`src/rtl/dcc_pkg.sv`:
```
`timescale 1ns/1ps
package dcc_pkg;
  typedef logic [3:0] bcd_t;
  typedef logic [6:0] seg_t;

  localparam seg_t SEG_BLANK = 7'h00;

  // {g,f,e,d,c,b,a}, active high
  function automatic seg_t bcd_to_seg(input bcd_t d);
    case (d)
      4'd0: bcd_to_seg = 7'h3F;
      4'd1: bcd_to_seg = 7'h06;
      4'd2: bcd_to_seg = 7'h5B;
      4'd3: bcd_to_seg = 7'h4F;
      4'd4: bcd_to_seg = 7'h66;
      4'd5: bcd_to_seg = 7'h6D;
      4'd6: bcd_to_seg = 7'h7D;
      4'd7: bcd_to_seg = 7'h07;
      4'd8: bcd_to_seg = 7'h7F;
      4'd9: bcd_to_seg = 7'h6F;
      default: bcd_to_seg = SEG_BLANK;
    endcase
  endfunction
endpackage

```
`src/rtl/dcc_edge_sync.sv`:
```
`timescale 1ns/1ps
module dcc_edge_sync #(
  parameter int STAGES = 2
) (
  input  logic clk,
  input  logic rst_n,
  input  logic async_i,
  output logic rise_o
);
  logic [STAGES:0] pipe_q;

  always_ff @(posedge clk or negedge rst_n) begin
    if (!rst_n) pipe_q <= '0;
    else        pipe_q <= {pipe_q[STAGES-1:0], async_i};
  end

  // newest synchronised sample high, previous low
  assign rise_o = pipe_q[STAGES-1] & ~pipe_q[STAGES];

  a_r1_single_pulse: assert property (@(posedge clk) disable iff (!rst_n)
    rise_o |=> !rise_o);
endmodule

```
`src/rtl/dcc_decade_chain.sv`:
```
`timescale 1ns/1ps
module dcc_decade_chain #(
  parameter int NUM_DIGITS = 7
) (
  input  logic                       clk,
  input  logic                       rst_n,
  input  logic                       inc_i,
  input  logic                       clear_i,
  output logic [NUM_DIGITS-1:0][3:0] digits_o,
  output logic                       wrap_o
);
  logic [NUM_DIGITS:0] carry;
  assign carry[0] = inc_i;

  for (genvar g = 0; g < NUM_DIGITS; g++) begin : g_dec
    logic [3:0] q;
    always_ff @(posedge clk or negedge rst_n) begin
      if (!rst_n)        q <= '0;
      else if (clear_i)  q <= '0;
      else if (carry[g]) q <= (q == 4'd9) ? 4'd0 : q + 4'd1;
    end
    assign carry[g+1] = carry[g] & (q == 4'd9);
    assign digits_o[g] = q;

    a_r1_bcd_range: assert property (@(posedge clk) disable iff (!rst_n)
      q <= 4'd9);
  end

  assign wrap_o = carry[NUM_DIGITS];

  a_r4_clear_zero: assert property (@(posedge clk) disable iff (!rst_n)
    clear_i |=> (digits_o == '0));
  a_r1_idle_hold: assert property (@(posedge clk) disable iff (!rst_n)
    (!inc_i && !clear_i) |=> $stable(digits_o));
endmodule

```
`src/rtl/dcc_scan.sv`:
```
`timescale 1ns/1ps
module dcc_scan
  import dcc_pkg::*;
#(
  parameter int NUM_DIGITS = 7
) (
  input  logic                       clk,
  input  logic                       rst_n,
  input  logic                       step_i,
  input  logic [NUM_DIGITS-1:0][3:0] shown_i,
  output logic [NUM_DIGITS-1:0]      digit_sel_o,
  output logic [6:0]                 seg_o
);
  localparam int IDX_W = (NUM_DIGITS > 1) ? $clog2(NUM_DIGITS) : 1;
  localparam logic [IDX_W-1:0] LAST_IDX = IDX_W'(NUM_DIGITS - 1);

  logic [IDX_W-1:0]      idx_q;
  logic [NUM_DIGITS-1:0] upper_zero;

  always_ff @(posedge clk or negedge rst_n) begin
    if (!rst_n)      idx_q <= '0;
    else if (step_i) idx_q <= (idx_q == LAST_IDX) ? '0 : idx_q + 1'b1;
  end

  // upper_zero[k]: digits k..top are all zero
  assign upper_zero[NUM_DIGITS-1] = (shown_i[NUM_DIGITS-1] == 4'd0);
  for (genvar k = NUM_DIGITS - 2; k >= 0; k--) begin : g_blank
    assign upper_zero[k] = upper_zero[k+1] & (shown_i[k] == 4'd0);
  end

  always_comb begin
    digit_sel_o = '0;
    digit_sel_o[idx_q] = 1'b1;
    if (idx_q != '0 && upper_zero[idx_q]) seg_o = SEG_BLANK;
    else                                  seg_o = bcd_to_seg(shown_i[idx_q]);
  end

  a_r7_onehot: assert property (@(posedge clk) disable iff (!rst_n)
    $countones(digit_sel_o) == 1);
  a_r7_hold: assert property (@(posedge clk) disable iff (!rst_n)
    !step_i |=> $stable(digit_sel_o));
  a_r9_lsd_lit: assert property (@(posedge clk) disable iff (!rst_n)
    digit_sel_o[0] |-> (seg_o != SEG_BLANK));
endmodule

```
`src/rtl/dcc_top.sv`:
```
`timescale 1ns/1ps
module dcc_top #(
  parameter int NUM_DIGITS  = 7,
  parameter int SYNC_STAGES = 2
) (
  input  logic                  clk,
  input  logic                  rst_n,
  input  logic                  count_in,
  input  logic                  gate_in,
  input  logic                  update_stb,
  input  logic                  clear_stb,
  input  logic                  scan_clk,
  output logic [NUM_DIGITS-1:0] digit_sel,
  output logic [6:0]            seg_out,
  output logic                  ovf_out
);
  logic cnt_rise, scan_rise, wrap;
  logic run_ovf_q;
  logic [NUM_DIGITS-1:0][3:0] run_digits;
  logic [NUM_DIGITS-1:0][3:0] shown_q;

  dcc_edge_sync #(.STAGES(SYNC_STAGES)) u_cnt_sync (
    .clk(clk), .rst_n(rst_n), .async_i(count_in), .rise_o(cnt_rise));

  dcc_edge_sync #(.STAGES(SYNC_STAGES)) u_scan_sync (
    .clk(clk), .rst_n(rst_n), .async_i(scan_clk), .rise_o(scan_rise));

  dcc_decade_chain #(.NUM_DIGITS(NUM_DIGITS)) u_chain (
    .clk(clk), .rst_n(rst_n), .inc_i(cnt_rise & gate_in), .clear_i(clear_stb),
    .digits_o(run_digits), .wrap_o(wrap));

  always_ff @(posedge clk or negedge rst_n) begin
    if (!rst_n)         run_ovf_q <= 1'b0;
    else if (clear_stb) run_ovf_q <= 1'b0;
    else if (wrap)      run_ovf_q <= 1'b1;
  end

  // update captures pre-clear count even when clear is in the same cycle
  always_ff @(posedge clk or negedge rst_n) begin
    if (!rst_n) begin
      shown_q <= '0;
      ovf_out <= 1'b0;
    end else if (update_stb) begin
      shown_q <= run_digits;
      ovf_out <= run_ovf_q;
    end
  end

  dcc_scan #(.NUM_DIGITS(NUM_DIGITS)) u_scan (
    .clk(clk), .rst_n(rst_n), .step_i(scan_rise), .shown_i(shown_q),
    .digit_sel_o(digit_sel), .seg_o(seg_out));

  a_r2_gate_closed: assert property (@(posedge clk) disable iff (!rst_n)
    (!gate_in && !clear_stb) |=> $stable(run_digits));
  a_r3_display_hold: assert property (@(posedge clk) disable iff (!rst_n)
    !update_stb |=> ($stable(shown_q) && $stable(ovf_out)));
  a_r6_ovf_source: assert property (@(posedge clk) disable iff (!rst_n)
    $rose(ovf_out) |-> $past(update_stb));
endmodule

```
`config.mk`:
```
export PLATFORM = sky130hd
export DESIGN_NAME = dcc_top
export DESIGN_NICKNAME = d
export VERILOG_FILES = /design/src/rtl/dcc_pkg.sv /design/src/rtl/dcc_edge_sync.sv /design/src/rtl/dcc_decade_chain.sv /design/src/rtl/dcc_scan.sv /design/src/rtl/dcc_top.sv
export SDC_FILE = /design/constraint.sdc
export NUM_CORES = 1
export LEC_CHECK = 0
export BUFFER_PORTS_ARGS = -buffer_cell sky130_fd_sc_hd__buf_2
export CAP_MARGIN = 20
export CELL_PAD_IN_SITES_DETAIL_PLACEMENT = 1
export CELL_PAD_IN_SITES_GLOBAL_PLACEMENT = 2
export CORE_ASPECT_RATIO = 1.4
export CORE_MARGIN = 2
export CORE_UTILIZATION = 40
export CTS_CLUSTER_SIZE = 10
export DETAILED_ROUTE_END_ITERATION = 6
export GPL_TIMING_DRIVEN = 0
export PLACE_DENSITY_LB_ADDON = 0.2
export SYNTH_ARGS = -nofsm -noshare
export SYNTH_HDL_FRONTEND = slang
export SYNTH_SLANG_ARGS = --single-unit
```
`constraint.sdc`:
```
create_clock -name clk -period 2.5 [get_ports clk]
set_input_delay 0.125 -clock clk [delete_from_list [all_inputs] [get_ports clk]]
set_output_delay 0.125 -clock clk [all_outputs]
set_load 0.05 [all_outputs]
```
After elaboration in Yosys (flattened, before gate mapping)

Memory sizes are Yosys's and may differ from the RTL's.
Cells that the tools add are included.

Add/sub/neg operators: 8
$lt $le $gt $ge: 2
Equal/unequal tests: 8
Muxes and demuxes: 31
Bitwise gates (word level): 18
Reductions and logical operators: 18

Operator list:

| operator                                                                      | count |
|---|---|
| 4-bit 2-to-1 mux                                                              | 22 |
| 4-bit by 1-bit adder with 4-bit output (second input constant)                | 7 |
| 4-bit equality test (second input constant)                                   | 7 |
| 4-bit logical NOT                                                             | 7 |
| 1-bit bitwise AND                                                             | 16 |
| 2-bit nonzero test                                                            | 8 |
| 4-bit binary-select mux with 3-bit select                                     | 1 |
| 7-bit 2-to-1 mux                                                              | 1 |
| 3-bit by 4-bit less-than comparator with 1-bit output (second input constant) | 1 |
| 1-bit 2-to-1 mux                                                              | 4 |
| 3-bit by 1-bit adder with 3-bit output (second input constant)                | 1 |
| 1-bit binary-select mux with 3-bit select                                     | 1 |
| 1-bit demux with 3-bit select                                                 | 1 |
| 3-bit equality test (second input constant)                                   | 1 |
| 3-bit by 1-bit >= comparator with 1-bit output (second input constant)        | 1 |
| 3-bit 2-to-1 mux                                                              | 1 |
| 3-bit nonzero test                                                            | 1 |
| 1-bit logical AND                                                             | 2 |
| 1-bit inverter                                                                | 2 |

Flip-flop bits (word level): 67
ROM bits: 112
Input port bits: 7
Output and inout bits: 15
Word-level logic and storage cells: 105
Memories: 1

Memories:

| memory           | words | width | rd ports | clocked after Yosys merged registers in | wr ports | line          | source |
|---|---|---|---|---|---|---|---|
| (name not given) | 16    | 7     | 1        | 0                                       | 0        | dcc_pkg.sv:10 | `case (d)` |

Longest topological paths before layout

Word-level depth: 12
Depth in mapped cells: 10
Depth with buffers taken out: 8

Hierarchy

Synthesis repeated with hierarchy kept, for this count alone.

Cell total of the unflattened synthesis: 353
Area total of the unflattened synthesis: 3802.4 um2

By module, submodules not included:

| module           | instances | cells an instance | area an instance (um2) | sequential area each (um2) |
|---|---|---|---|---|
| dcc_decade_chain | 1         | 188               | 1682.9                 | 700.7 |
| dcc_top          | 1         | 64                | 1158.6                 | 750.7 |
| dcc_scan         | 1         | 93                | 783.3                  | 75.1 |
| dcc_edge_sync    | 2         | 4                 | 88.8                   | 75.1 |

Worst setup path after synthesis

OpenSTA, ideal clock, no wires.

Path kind: register -> output
Start point: register u_scan.idx_q[1]
End point: output seg_out[4]
Data arrival time: 2.604 ns
Data required time: 2.375 ns
Setup slack: -0.229 ns
Cell stages (with the launch flop): 10
Buffers on the path: 2
Cell sequence: dfrtp_1 buf_4 buf_2 nand3b_1 o211ai_1 nand2_1 inv_1 ha_1 mux2i_1 a211oi_1

Longest elaborated chain between the ends: 4
Elaborated cells on any way between the ends: 8
Classes of those cells: mux (5); reduce/logical (2); memory (1)

Ends and longest elaborated chain:

| item                                                                                                   | line                           | source |
|---|---|---|
| from (decl)                                                                                            | dcc_scan.sv:17                 | `logic [IDX_W-1:0] idx_q;` |
| from (signal assigned)                                                                                 | dcc_scan.sv:22                 | `else if (step_i) idx_q <= (idx_q == LAST_IDX) ? '0 : idx_q + 1'b1;` |
| 4-bit binary-select mux with 3-bit select or 1-bit binary-select mux with 3-bit select (tied branches) | dcc_scan.sv:35, dcc_scan.sv:34 |  |
| 4-bit 2-to-1 mux (not written as such) or 1-bit 2-to-1 mux (tied branches)                             | dcc_scan.sv:35, dcc_scan.sv:34 |  |
| memory read 16 x 7 bit or 1-bit logical AND (tied branches)                                            | n/a                            |  |
| 7-bit 2-to-1 mux *                                                                                     | dcc_scan.sv:34                 | `if (idx_q != '0 && upper_zero[idx_q]) seg_o = SEG_BLANK;` |
| to (decl)                                                                                              | dcc_top.sv:14                  | `output logic [6:0] seg_out,` |

Mark *: on every way between the ends. The rest lies on a longest branch, timed or not. The select of a mux whose other input is x is not followed.

Worst setup path after layout

Start point: register u_scan.idx_q[1]
End point: output seg_out[5]

The elaborated chain is that of the path after synthesis.

==> flow_metrics.tcl <==
set metrics [dict create \
    grt_pass1_wl_um 14800 \
    cts-buffers-inserted 9 \
    via_per_inst 5.55 \
    clk_pin_slew_ps 50 \
    slew_viol_final 0 \
    first_pass_iters 4 \
    synthCells 350 \
    yosys_warnings 0 \
    synth-seq-cells 67 \
    cts_root_buf "clkbuf_16" \
    cts.sinks 67 \
    worstMarginPinSlew_ps 870 \
    crit_arrival_ps 2270 \
    final_layout_size_suffix_gt1_share_pct 27.7 \
    p_int_mw 2.46 \
    worst_slack_ps 107 \
    hold_slack_ps 64.3 \
    grt_max_degree 68 \
    skew_ps 6.19 \
    clk_latency_ps 330 \
    coreArea_mm2 0.00893 \
    leakagePower_nw 2.01 \
    crit_chain "buf_6, buf_12, mux2i_1, a22oi_2, nand2_2, inv_2, ha_2, or2_4, a31oi_2, buf_6" \
    n_antenna_cell 0 \
    antenna_found_initial 0 \
    cp-end-kind "output pin" \
    hold_class "in -> reg" \
    hpwl_um 6210 \
    syn_area_mm2 0.00363 \
    period_share_pct 95.7 \
    combPwrFrac_pct 43.9 \
    final.fill_count 1007 \
    track_usage_pct 19.4 \
    maxSlewHeadroom_pct 42.0 \
    die_h_um 117 \
    p_sw_share_pct 39.0 \
    cp-start-kind "flip-flop" \
    cts_buffer_depth 2 \
    fin_crit_ps 2390 \
    rsz0062_at_grt "yes" \
    grt_pass1_vias 2885 \
    fmax_mhz 418 \
    drtIter0Drc 84 \
    seq_area_frac_synth_pct 46.2 \
    pwr-share-seq_pct 28.4 \
    die_w_um 84.5 \
    ios 22 \
    cp_common_cell "buf_6" \
    std_cell_rows 41 \
    wirelength_um 8670 \
    place_congestion 0.795 \
    die_area_mm2 0.00986 \
    multi_input_area_mm2 0.00190 \
    ant_nets 0 \
    crit_fanout 4 \
    maxCapViolations 0 \
    clkPwrFrac_pct 27.7 \
    worstPathRequired_ps 2380 \
    num_vias 2780 \
    finalHoldViolCount 0 \
    slowest_stage "dfrtp_1" \
    avgSynthCellArea_um2 10.4 \
    drc_errors 0 \
    p_per_area_mw_per_mm2 927 \
    grt.overflow.total 0 \
    critPathKind "reg -> out" \
    power.switching_mw 1.58 \
    io_buffer_count 20 \
    ir_drop_mv 1.15 \
    regArea_mm2 0.00168 \
    outcome "complete, no violations" \
    dpl_worst_slack_ps -5.20 \
    synth_nets 375 \
    tns_ps 0 \
    final-setup-viol-count 0 \
    max_stage_delay_ps 400 \
    area_delta_synth_final_pct 20.0 \
    nets 415 \
    wl_per_cell_um 17.3 \
    start_util_pct 40.6 \
    synthDistinctLibCells 48 \
    h-tree-depth 3 \
    cts_tree "yes" \
]
[synth_stat cells (all sizes together)]
cell	n	area [um2]
a211o	1	8.76
a211oi	1	7.51
a21boi	1	7.51
a21o	1	7.51
a21oi	27	139
a22oi	6	45.0
a31o	1	8.76
a31oi	4	25.0
a32o	1	10.0
and2	4	25.0
and2b	2	15.0
and3	2	17.5
and3b	4	35.0
buf	7	48.8
clkbuf	9	37.5
dfrtp	67	1680
ha	18	225
inv	16	60.1
mux2	32	360
mux2i	15	150
nand2	24	90.1
nand2b	1	6.26
nand3	9	45.0
nand3b	7	52.6
nand4	2	33.8
nor2	23	86.3
nor2b	3	18.8
nor3	12	60.1
nor3b	2	15.0
nor4	4	25.0
o211ai	6	45.0
o21a	2	15.0
o21ai	13	65.1
o22ai	1	6.26
o31ai	2	15.0
o41ai	1	8.76
or2	2	12.5
or3	11	68.8
or4	4	30.0
xnor2	1	8.76
xor2	1	8.76
[state kept, by name (all words and copies together), names as in the netlist]
register / cells
ovf_out: 1
u_scan.idx_q: 3
run_ovf_q: 1
u_cnt_sync.pipe_q: 3
u_scan_sync.pipe_q: 3
shown_q: 28
u_chain.g_dec.q: 28
[final timing paths]
kind,slack [ps],start,cells after the start,end
worst max-delay path,110,u_scan.idx_q[1],10,seg_out[5]
worst min-delay path,60,clear_stb,3,u_chain.g_dec[5].q[2]
worst max register to register,310,u_chain.g_dec[0].q[1],8,u_chain.g_dec[6].q[2]
max in group asynchronous,1470,rst_n,2,shown_q[26]
worst min register to register,350,u_cnt_sync.pipe_q[0],0,u_cnt_sync.pipe_q[1]
min in group asynchronous,430,rst_n,2,u_chain.g_dec[1].q[1]
[per-layer routing]
| layer | vias up | global-route usage, % | share of wire, % |
|---|---|---|---|
| met3 | 11 | 4.45 | 2.5 |
| met4 | 0 | 7.30 | 1.7 |
| met1 | 1397 | 24.3 | 45 |
| li1 | 1341 | - | - |
| met2 | 31 | 32.7 | 51 |
| met5 | - | 0 | 0 |
[power by group through the flow]
| stage | Sequential [mW] | Combinational, mW | Clock (mW) |
|---|---|---|---|
| CTS | 1.15 | 1.64 | 1.16 |
| detailed placement | 1.16 | 1.43 | 0 |
| global route | 1.15 | 1.90 | 1.21 |
| global placement | 1.16 | 1.41 | 0 |
| floorplan | 1.15 | 1.12 | 0 |
| finish | 1.15 | 1.77 | 1.12 |
[cells by family after synthesis]
family | after synthesis | share of synthesized area [%]
AND/OR/NAND/NOR | 116 | 17.6
AO/OA/AOI/OAI | 68 | 11.4
flip-flops | 67 | 46.2
multiplexers | 47 | 14.1
buffers and inverters | 32 | 4.04
adder cells (fa/ha/maj) | 18 | 6.21
XOR/XNOR | 2 | 0.483
[critical path: cells and delay by family, from the launching register on]
family	cells	cell delay, ps
buffers and inverters	4	520
multiplexers	1	170
flip-flops	1	400
AO/OA/AOI/OAI	2	290
AND/OR/NAND/NOR	2	380
adder cells (fa/ha/maj)	1	180
[stage by stage]
stage / cell area, um2 / util (%) / std cells / power [mW]
2_1_floorplan: 3650 / - / 350 / 2.27
3_3_place_gp: 3880 / 43.5 / 477 / 2.56
3_5_place_dp: 3880 / 43.5 / 477 / 2.59
4_1_cts: 4270 / 47.9 / 500 / 3.94
5_1_grt: 4350 / 48.8 / 501 / 4.26
6_report: 4350 / 48.8 / 501 / 4.04
[layout make-up]
class / instances / share of cell area (%)
Buffer: 16 / 2.36
Multi-Input combinational cell: 251 / 43.6
Timing Repair Buffer: 29 / 5.06
Sequential cell: 67 / 38.5
Tap cell: 107 / 3.07
Clock inverter: 3 / 0.345
Inverter: 16 / 1.38
Clock buffer: 12 / 5.66
[cells in the final DEF, fill, tap and decap left out, types with 12 or more instances in the layout]
cell     netlist  final
nor2_1        23     22
mux2_2        32     32
mux2i_1       15     13
nand2_1       24     20
nor3_1        12     12
dfrtp_1       67     67
a21oi_1       26     23
inv_1         16     14
o21ai_0       13     13
buf_2          3     16
ha_1          18     14
[repair_timing]
item / 4_1_cts / 5_1_grt
buffers inserted: 4 / 1
gates resized for setup: 22 / 19
endpoints found under the hold margin: 69 / 0
endpoints found under the setup margin: 7 / 7
cloned: 1 / 0
pin swaps: 4 / 10
hold buffers: 3 / 0
(Power assumes the default switching activity.)
